--- src/rtl/hostreg_port.sv ---
module hostreg_port #(
  parameter int DW    = 8,
  parameter int NREG  = 16,
  parameter int NSTAT = 4,
  parameter int AW    = 5,
  parameter int SYNC  = 2
) (
  input  logic                        clk,
  input  logic                        rst_n,
  input  logic                        edge_sel,
  input  logic                        cs_n,
  input  logic                        sclk,
  input  logic                        sdi,
  output logic                        sdo,
  output logic                        sdo_oe,
  input  logic [NSTAT*DW-1:0]         status_in,
  output logic [(NREG-NSTAT)*DW-1:0]  ctrl_out,
  input  logic                        rclk,
  input  logic                        rx_pos,
  input  logic                        rx_neg,
  output logic                        rpos,
  output logic                        rneg
);
  localparam int NCTL = NREG - NSTAT;
  localparam int CW   = $clog2(2*DW+1);
  localparam int BW   = $clog2(DW) + 1;

  logic [SYNC:0]   sclk_p, cs_p, rclk_p;
  logic [SYNC-1:0] sdi_p, rxp_p, rxn_p;

  always_ff @(posedge clk or negedge rst_n)
    if (!rst_n) begin
      sclk_p <= '0; cs_p <= '0; rclk_p <= '0;
      sdi_p  <= '0; rxp_p <= '0; rxn_p <= '0;
    end else begin
      sclk_p <= {sclk_p[SYNC-1:0], sclk};
      cs_p   <= {cs_p[SYNC-1:0], cs_n};
      rclk_p <= {rclk_p[SYNC-1:0], rclk};
      sdi_p  <= {sdi_p[SYNC-2:0], sdi};
      rxp_p  <= {rxp_p[SYNC-2:0], rx_pos};
      rxn_p  <= {rxn_p[SYNC-2:0], rx_neg};
    end

  wire s_rise  = sclk_p[SYNC-1] & ~sclk_p[SYNC];
  wire s_fall  = ~sclk_p[SYNC-1] & sclk_p[SYNC];
  wire r_rise  = rclk_p[SYNC-1] & ~rclk_p[SYNC];
  wire r_fall  = ~rclk_p[SYNC-1] & rclk_p[SYNC];
  wire cs_hi   = cs_p[SYNC-1];
  wire cs_fall = ~cs_p[SYNC-1] & cs_p[SYNC];
  wire launch  = edge_sel ? s_fall : s_rise;
  wire samp    = edge_sel ? s_rise : s_fall;
  wire rlaunch = edge_sel ? r_rise : r_fall;

  logic          active;
  logic [CW-1:0] cnt;
  logic [BW-1:0] rptr;
  logic [DW-2:0] sh;
  logic [AW:0]   cmd;
  logic [DW-1:0] ctl [NCTL];
  logic [DW-1:0] rd_word;

  wire [DW-1:0] nxt     = {sdi_p[SYNC-1], sh};
  wire [AW:0]   cur_cmd = (cnt == CW'(DW-1)) ? nxt[AW:0] : cmd;
  wire [AW-1:0] addr    = cur_cmd[AW:1];
  wire          rd_win  = cur_cmd[0] && (rptr < BW'(DW)) &&
                          (edge_sel ? (cnt >= CW'(DW)) : (cnt >= CW'(DW-1)));

  always_comb begin
    rd_word = '0;
    for (int i = 0; i < NCTL; i++)
      if (32'(addr) == i) rd_word = ctl[i];
    for (int j = 0; j < NSTAT; j++)
      if (32'(addr) == NCTL + j) rd_word = status_in[j*DW +: DW];
  end

  always_ff @(posedge clk or negedge rst_n)
    if (!rst_n) begin
      active <= 1'b0; cnt <= '0; rptr <= '0; sh <= '0; cmd <= '0;
      sdo <= 1'b0; sdo_oe <= 1'b0;
      for (int i = 0; i < NCTL; i++) ctl[i] <= '0;
    end else if (cs_hi) begin
      active <= 1'b0;
      sdo_oe <= 1'b0;
    end else if (cs_fall) begin
      active <= 1'b1;
      cnt    <= '0;
      rptr   <= '0;
      sdo_oe <= 1'b0;
    end else if (active) begin
      if (s_rise && cnt != CW'(2*DW)) begin
        sh  <= nxt[DW-1:1];
        cnt <= cnt + 1'b1;
        if (cnt == CW'(DW-1)) cmd <= nxt[AW:0];
        if (cnt == CW'(2*DW-1) && !cmd[0])
          for (int i = 0; i < NCTL; i++)
            if (32'(cmd[AW:1]) == i) ctl[i] <= nxt;
      end
      if (launch && rd_win) begin
        sdo    <= rd_word[rptr[BW-2:0]];
        sdo_oe <= 1'b1;
        rptr   <= rptr + 1'b1;
      end else if (samp && cnt == CW'(2*DW-1)) begin
        sdo_oe <= 1'b0;
      end
    end

  always_ff @(posedge clk or negedge rst_n)
    if (!rst_n) begin
      rpos <= 1'b0; rneg <= 1'b0;
    end else if (rlaunch) begin
      rpos <= rxp_p[SYNC-1];
      rneg <= rxn_p[SYNC-1];
    end

  for (genvar g = 0; g < NCTL; g++) begin : g_out
    assign ctrl_out[g*DW +: DW] = ctl[g];
  end
endmodule

--- config.mk ---
export PLATFORM = sky130hd
export DESIGN_NAME = hostreg_port
export DESIGN_NICKNAME = d
export VERILOG_FILES = /design/src/rtl/hostreg_port.sv
export SDC_FILE = /design/constraint.sdc
export NUM_CORES = 1
export LEC_CHECK = 0
export BUFFER_PORTS_ARGS = -buffer_cell sky130_fd_sc_hd__buf_2
export CAP_MARGIN = 15
export CORE_UTILIZATION = 55
export CTS_BUF_LIST = sky130_fd_sc_hd__clkbuf_8 sky130_fd_sc_hd__clkbuf_16
export CTS_CLUSTER_DIAMETER = 120
export DETAILED_ROUTE_END_ITERATION = 8
export PLACE_DENSITY = 0.75
export SYNTH_ARGS = -nofsm -noshare
export SYNTH_HDL_FRONTEND = slang
export SYNTH_SLANG_ARGS = --single-unit
--- constraint.sdc ---
create_clock -name clk -period 6.23 [get_ports clk]
set_clock_uncertainty 0.2 [all_clocks]
set_input_delay 0.623 -clock clk [delete_from_list [all_inputs] [get_ports clk]]
set_output_delay 0.623 -clock clk [all_outputs]
set_load 0.005 [all_outputs]
==> impl_metrics.toml, run 1 <==
[logic_synthesis]
ys_ff_latch = 138
synth_adder_area_share_pct = 0.674
synth_edf_count = 0
synthSimpleGateAreaFrac_pct = 15.0
synth.net_count = 741
synthTopCellsByCount = "dfrtp_1, mux2_2, nand2_1, nor2_1, o21ai_0"
yosysMostFrequentCell = "dfrtp_1"
synthTopCellsByArea = "dfrtp_1, mux2_2, o21ai_0"
synth-async-reset-ratio_pct = 100
netlist_area_um2 = 7430
yosysSeqAreaShare_pct = 46.5
synth-xor-area-share_pct = 0.589
synth_compound_area_share_pct = 16.9
yosysUniqueCellTypes = 79
syn_inst = 696
synth.avg_cell_area_um2 = 10.7
synth_mux_area_share_pct = 16.8
ys.flop_type = "dfrtp_1"
ys_warn_count = 0
synth_top_area_share_pct = 46.5
synth_top_family_by_area = "compound AO/OA/AOI/OAI gates"
synth_top_area_cell = "dfrtp_1"

[placement]
placed_cells = 976
place_hpwl_um = 18200
postPlaceCellArea_um2 = 8210
numPortBuffers = 140
gp_congestion = 0.961

[setup_path]
crit_type = "register to register"
critPathCaptureType = "register"
worstPathMaxFanout = 17
cp.required_ps = 6380
regToRegSetupSlack_ps = 2330
cp.arrival_ps = 4060
start_kind = "register"

[floorplan]
die_height_um = 118
core_um2 = 13200
num_rows = 42
ios = 141
die_width_um = 118
dieArea_um2 = 14000
initial_core_util_pct = 56.3

[global_routing]
grt_pass1_wl_um = 38800
grtUsageTotal_pct = 37.4
grt_max_degree = 84
antenna_found_initial = 0
grt_pass1_vias = 6380
gr-total-overflow = 0

[sta]
whs_ps = 96.9
setup-tns-final_ps = 0
hold_viol = 0
setup_viol_count_final = 0
slew-limit-headroom_pct = 32.8
max_freq_mhz = 256
fin_crit_sh_pct = 62.6
rsz0062_at_grt = "no"
layout_min_cycle_time_ps = 3900
tightest_slew_ps = 1010
drv_slew = 0

[clock_network]
cts-htree-levels = 4
path_clk_slew_ps = 60
cts_tree = "yes"
cts-root-buf = "clkbuf_16"
clkLatencyLatePin_ps = 430
numCtsBuffers = 17
cts.repair.resized = 0
cts_buffer_depth = 2
clock-sinks = 138

[detailed_routing]
drt_iter0_drc = 719
first_pass_iters = 7
wl_per_cell_um = 25.0
ant_nets = 0
drc = 0
viasPerCell = 6.68
vias = 6737
drt_wl_total_um = 25200

[hold_path]
hold_path_class = "primary input to register"

[finish]
antenna_cells = 0
syn_to_final_growth_pct = 18.7
fin_util_pct = 66.9
stdcell_count = 1009
nets = 865
drive_gt1_share_pct = 35.7
final_area_um2 = 8820

[pwr]
p_leak_nw = 4.39
peakVddDrop_uv = 192
power_density_nw_per_um2 = 238

[run_status]
status = "complete, no violations"

[run]
drv_cap = 0
-- power by group --
part           internal (W)  total (W)  leakage, nW  switching [W]
Combinational     0.0000436   0.000128         2.22      0.0000844
Clock              0.000608    0.00102        0.289       0.000409
Sequential         0.000910   0.000950         1.88      0.0000405
Total               0.00156    0.00210         4.39       0.000534
-- per-stage QoR --
step                setup slack, ps  power (W)
global route                   2170    0.00215
floorplan                      3260    0.00102
finish                         2330    0.00210
detailed placement             2430    0.00109
global placement               2540    0.00108
CTS                            2410    0.00210
-- sequential cells by signal, indices dropped and copies added (netlist names), 2 cells and up --
| register | flops |
|---|---|
| sdi_p | 2 |
| sh | 7 |
| cmd | 6 |
| sclk_p | 3 |
| rclk_p | 3 |
| ctrl_out | 96 |
| rxn_p | 2 |
| rptr | 4 |
| cnt | 5 |
| rxp_p | 2 |
| cs_p | 3 |
-- worst max-delay path, cell delays in order (launching register included) --
cell,delay (ps)
dfrtp_1,440
ha_1,280
and4bb_1,660
nor2_2,170
a32oi_1,640
o221ai_1,270
a211o_1,330
a2111o_1,420
a32o_1,240
a31oi_1,160
-- cell type report --
cell class / count / area (um^2)
inverter: 12 / 45.0
sequential: 138 / 3450
timing repair buffer: 150 / 785
clock buffer: 18 / 439
fill: 994 / 4370
clock inverter: 14 / 159
tap: 176 / 220
multi-input combinational: 501 / 3720
-- path summary, 6_finish.rpt --
kind | start | cells after the start | end
worst max-delay path | cnt[0] | 9 | sdo
worst min-delay path | sdi | 1 | sdi_p[0]
worst max register to register | cnt[0] | 9 | sdo
worst min register to register | cs_p[0] | 0 | cs_p[1]
max in group asynchronous | rst_n | 3 | ctrl_out[86]
min in group asynchronous | rst_n | 2 | ctrl_out[0]
-- routing by layer --
layer	GRT usage (%)	part of all wire [%]	wire, um
met1	52.8	43	10700
met2	57.0	46	11600
met3	6.47	8.4	2110
met4	15.9	3.1	778
met5	0	0	0
-- cell families after synthesis --
| kind of cell | count (synthesis) |
|---|---|
| muxes | 112 |
| adders and majority gates | 4 |
| xor gates and xnor gates | 5 |
| DFF | 138 |
| AOI/OAI and AO/OA | 175 |
| buffers and inverters | 57 |
| and+or+nand+nor | 205 |
-- layout by cell type, fill, tap and decap left out, types with 7 or more instances in the layout --
master / Yosys / layout
buf_2: 7 / 139
dfrtp_1: 138 / 138
mux2_2: 98 / 98
nand2_1: 46 / 46
nor2_1: 46 / 46
o21ai_0: 36 / 36
a21oi_1: 23 / 23
clkbuf_16: 0 / 17
nor3_1: 16 / 16
inv_1: 12 / 12
mux2i_1: 12 / 12
a22oi_1: 12 / 12
o22ai_1: 11 / 11
nor2b_1: 10 / 10
nand3_1: 10 / 10
nand2b_1: 9 / 9
buf_4: 2 / 9
and3_1: 8 / 8
nor3b_1: 8 / 8
a211oi_1: 8 / 8
nor4_1: 7 / 7
o221ai_1: 7 / 7
inv_6: 0 / 7
-- repair_timing --
action | 4_1_cts | 5_1_grt
setup buffers | 0 | 0
endpoints found under the hold margin | 55 | 0
hold buffers | 1 | 0
Note: power is estimated with default switching activity, not from simulation.
==> run 2: changes to the inputs <==
- ABC_AREA: default -> 1
- PLACE_DENSITY: 0.75 -> 0.76
- clock period: 6.23 -> 3.74 ns (I/O delays scaled with it)
==> run 2 against run 1 <==
Non-clock buffer count up 15. Cell area down 7.2%. The flow now finishes with violations (design-rule violations). Critical endpoint unchanged. Final cell count up 12%. Flip-flop and latch count unchanged. Largest cell class is now registers. Synthesized area down 11%. Clock power up 64%. Maximum frequency up 26%. Sequential share of layout area up 3.1 points. Utilization up 3.9 points.
==> impl_metrics.toml, run 2 <==
[global_routing]
grt_pass1_vias = 5770
top_usage_layer = "met2"
antenna_found_initial = 0
met1_usage_pct = 44.8
grt_max_degree = 76
grt_use_met3_pct = 5.72
gr-total-overflow = 0
grtUsageTotal_pct = 31.4
grt_util_met2_pct = 48.3
grt_pass1_wl_um = 30000

[logic_synthesis]
ys_ff_latch = 138
synth_top_area_cell = "dfrtp_1"
netlist_area_um2 = 6590
synth.net_count = 863
ys.flop_type = "dfrtp_1"
ys_warn_count = 0
yosysSeqAreaShare_pct = 52.4
yosysMostFrequentCell = "nand2_1"
syn_inst = 818
synth_top_area_share_pct = 52.4
synthTopCellsByCount = "nand2_1, dfrtp_1, o21ai_0"
synth.avg_cell_area_um2 = 8.06
synth_edf_count = 0
synthTopCellsByArea = "dfrtp_1, nand2_1, o21ai_0"
synth-async-reset-ratio_pct = 100
yosysUniqueCellTypes = 31

[floorplan]
num_rows = 39
die_height_um = 111
dieArea_um2 = 12400
ios = 141
initial_core_util_pct = 57.0
core_um2 = 11600
die_width_um = 111

[setup_path]
rr_startpoint = "cnt[0]"
crit_start = "cnt[0]"
start_kind = "register"
worstPathMaxFanout = 17
crit_type = "register to register"
cp.required_ps = 3900
cp.arrival_ps = 3260
regToRegSetupSlack_ps = 640
critPathCaptureType = "register"

[clock_network]
cts_tree = "yes"
numCtsBuffers = 17
path_clk_slew_ps = 60
cts_buffer_depth = 2
clkLatencyLatePin_ps = 420
cts.repair.resized = 0
clock-sinks = 138
cts-htree-levels = 4
cts-root-buf = "clkbuf_16"
ctsHoldBuffers = 7
post_cts_buffers = 0

[detailed_routing]
ant_nets = 0
vias = 6225
viasPerCell = 5.50
drt_iter0_drc = 653
first_pass_iters = 8
drt_wl_total_um = 18600
wl_per_cell_um = 16.4
drc = 13

[finish]
multi_input_area_um2 = 2730
antenna_cells = 0
syn_to_final_growth_pct = 24.1
largest_reg_flops = 96
drive_gt1_share_pct = 23.5
fillers = 943
final_cell_mix = "nand2_1, buf_2, dfrtp_1"
nets = 1021
final_common_cell = "nand2_1"
regArea_um2 = 3450

[sta]
hold_viol = 0
tightest_slew_ps = 776
max_freq_mhz = 323
fin_crit_sh_pct = 82.8
drv_slew = 0
setup_ws_ps = 642
layout_min_cycle_time_ps = 3100
setup-tns-final_ps = 0
setup_viol_count_final = 0
rsz0062_at_grt = "no"
slew-limit-headroom_pct = 48.2

[placement]
gp_congestion = 0.961
place_hpwl_um = 13200
numPortBuffers = 140
pre_cts_slack_ps = 727

[run_status]
status = "complete, but fails checks"
violations = "design-rule violations"

[run]
drv_cap = 0

[pwr]
p_leak_nw = 4.12
peakVddDrop_uv = 471
power_density_nw_per_um2 = 407

[hold_path]
hold_path_class = "register to register"
hold_start = "rxn_p[0]"
## run 2: cell count changes in the layout (fill, tap and decap cells not counted), moves of 14 or more
cell,change
nand2_1,+183
nand4_1,+14
inv_1,+62
o21ai_0,+87
mux2_2,-96
nand3_1,+50
## run 2: report_power, final
| part | total (W) | internal [W] | switching (W) |
|---|---|---|---|
| logic | 0.000141 | 0.0000428 | 0.0000985 |
| registers | 0.00153 | 0.00152 | 0.0000120 |
| clock network | 0.00167 | 0.000990 | 0.000676 |
| total | 0.00333 | 0.00255 | 0.000787 |
## run 2: area by class of cell
class	count	share of cell area [%]
clock inverters	15	2.02
repair buffers	165	11.3
multi-input cells	572	33.3
inverters	82	3.79
clock buffers	17	5.20
flip-flops and latches	138	42.2
well taps	143	2.19
## run 2: metrics by stage
step                instance area, um^2  utilization [%]  std cells  hold WS (ps)  total power, W
finish                             8180             70.8       1132           146         0.00333
global route                       8180             70.8       1132           150         0.00343
global placement                   7520             65.0       1093           133         0.00169
detailed placement                 7520             65.0       1093           136         0.00169
CTS                                8180             70.8       1132           149         0.00335
floorplan                          6590                -        818          -122         0.00160
## run 2: cells by family after synthesis
logic type / Yosys count / share of synthesized area [%]
compound gates: 148 / 11.4
buf+inv: 108 / 6.32
fa+ha+maj: 4 / 0.759
flops: 138 / 52.4
simple gates: 417 / 28.6
mux: 3 / 0.493
## run 2: final timing paths
check / to / cells after the start
worst min register to register: rxn_p[1] / 0
min in group asynchronous: ctrl_out[73] / 2
worst max-delay path: sdo / 24
worst max register to register: sdo / 24
max in group asynchronous: sdi_p[1] / 3
worst min-delay path: rxn_p[1] / 0
## run 2: critical path, cell delays in order (launching register included)
cell,delay [ps]
dfrtp_1,410
ha_1,220
nand2_1,100
inv_2,90
nand2_4,120
nand2_1,70
nand2_2,150
inv_4,70
nor2_4,330
nand2_2,150
inv_1,140
nand2_1,80
nand4_1,110
nand2_1,70
nand3_1,70
nand2_1,80
nand3_1,80
nand2_1,60
nand3_1,70
nand2_1,50
nand3_1,70
nand3_1,70
nand2_1,70
nand2_1,40
nand2_1,50
## run 2: per-layer routing
metal,up-vias,wire (um)
met4,0,410
met1,2937,8440
met2,270,8470
met5,-,0
li1,2985,-
met3,33,1260
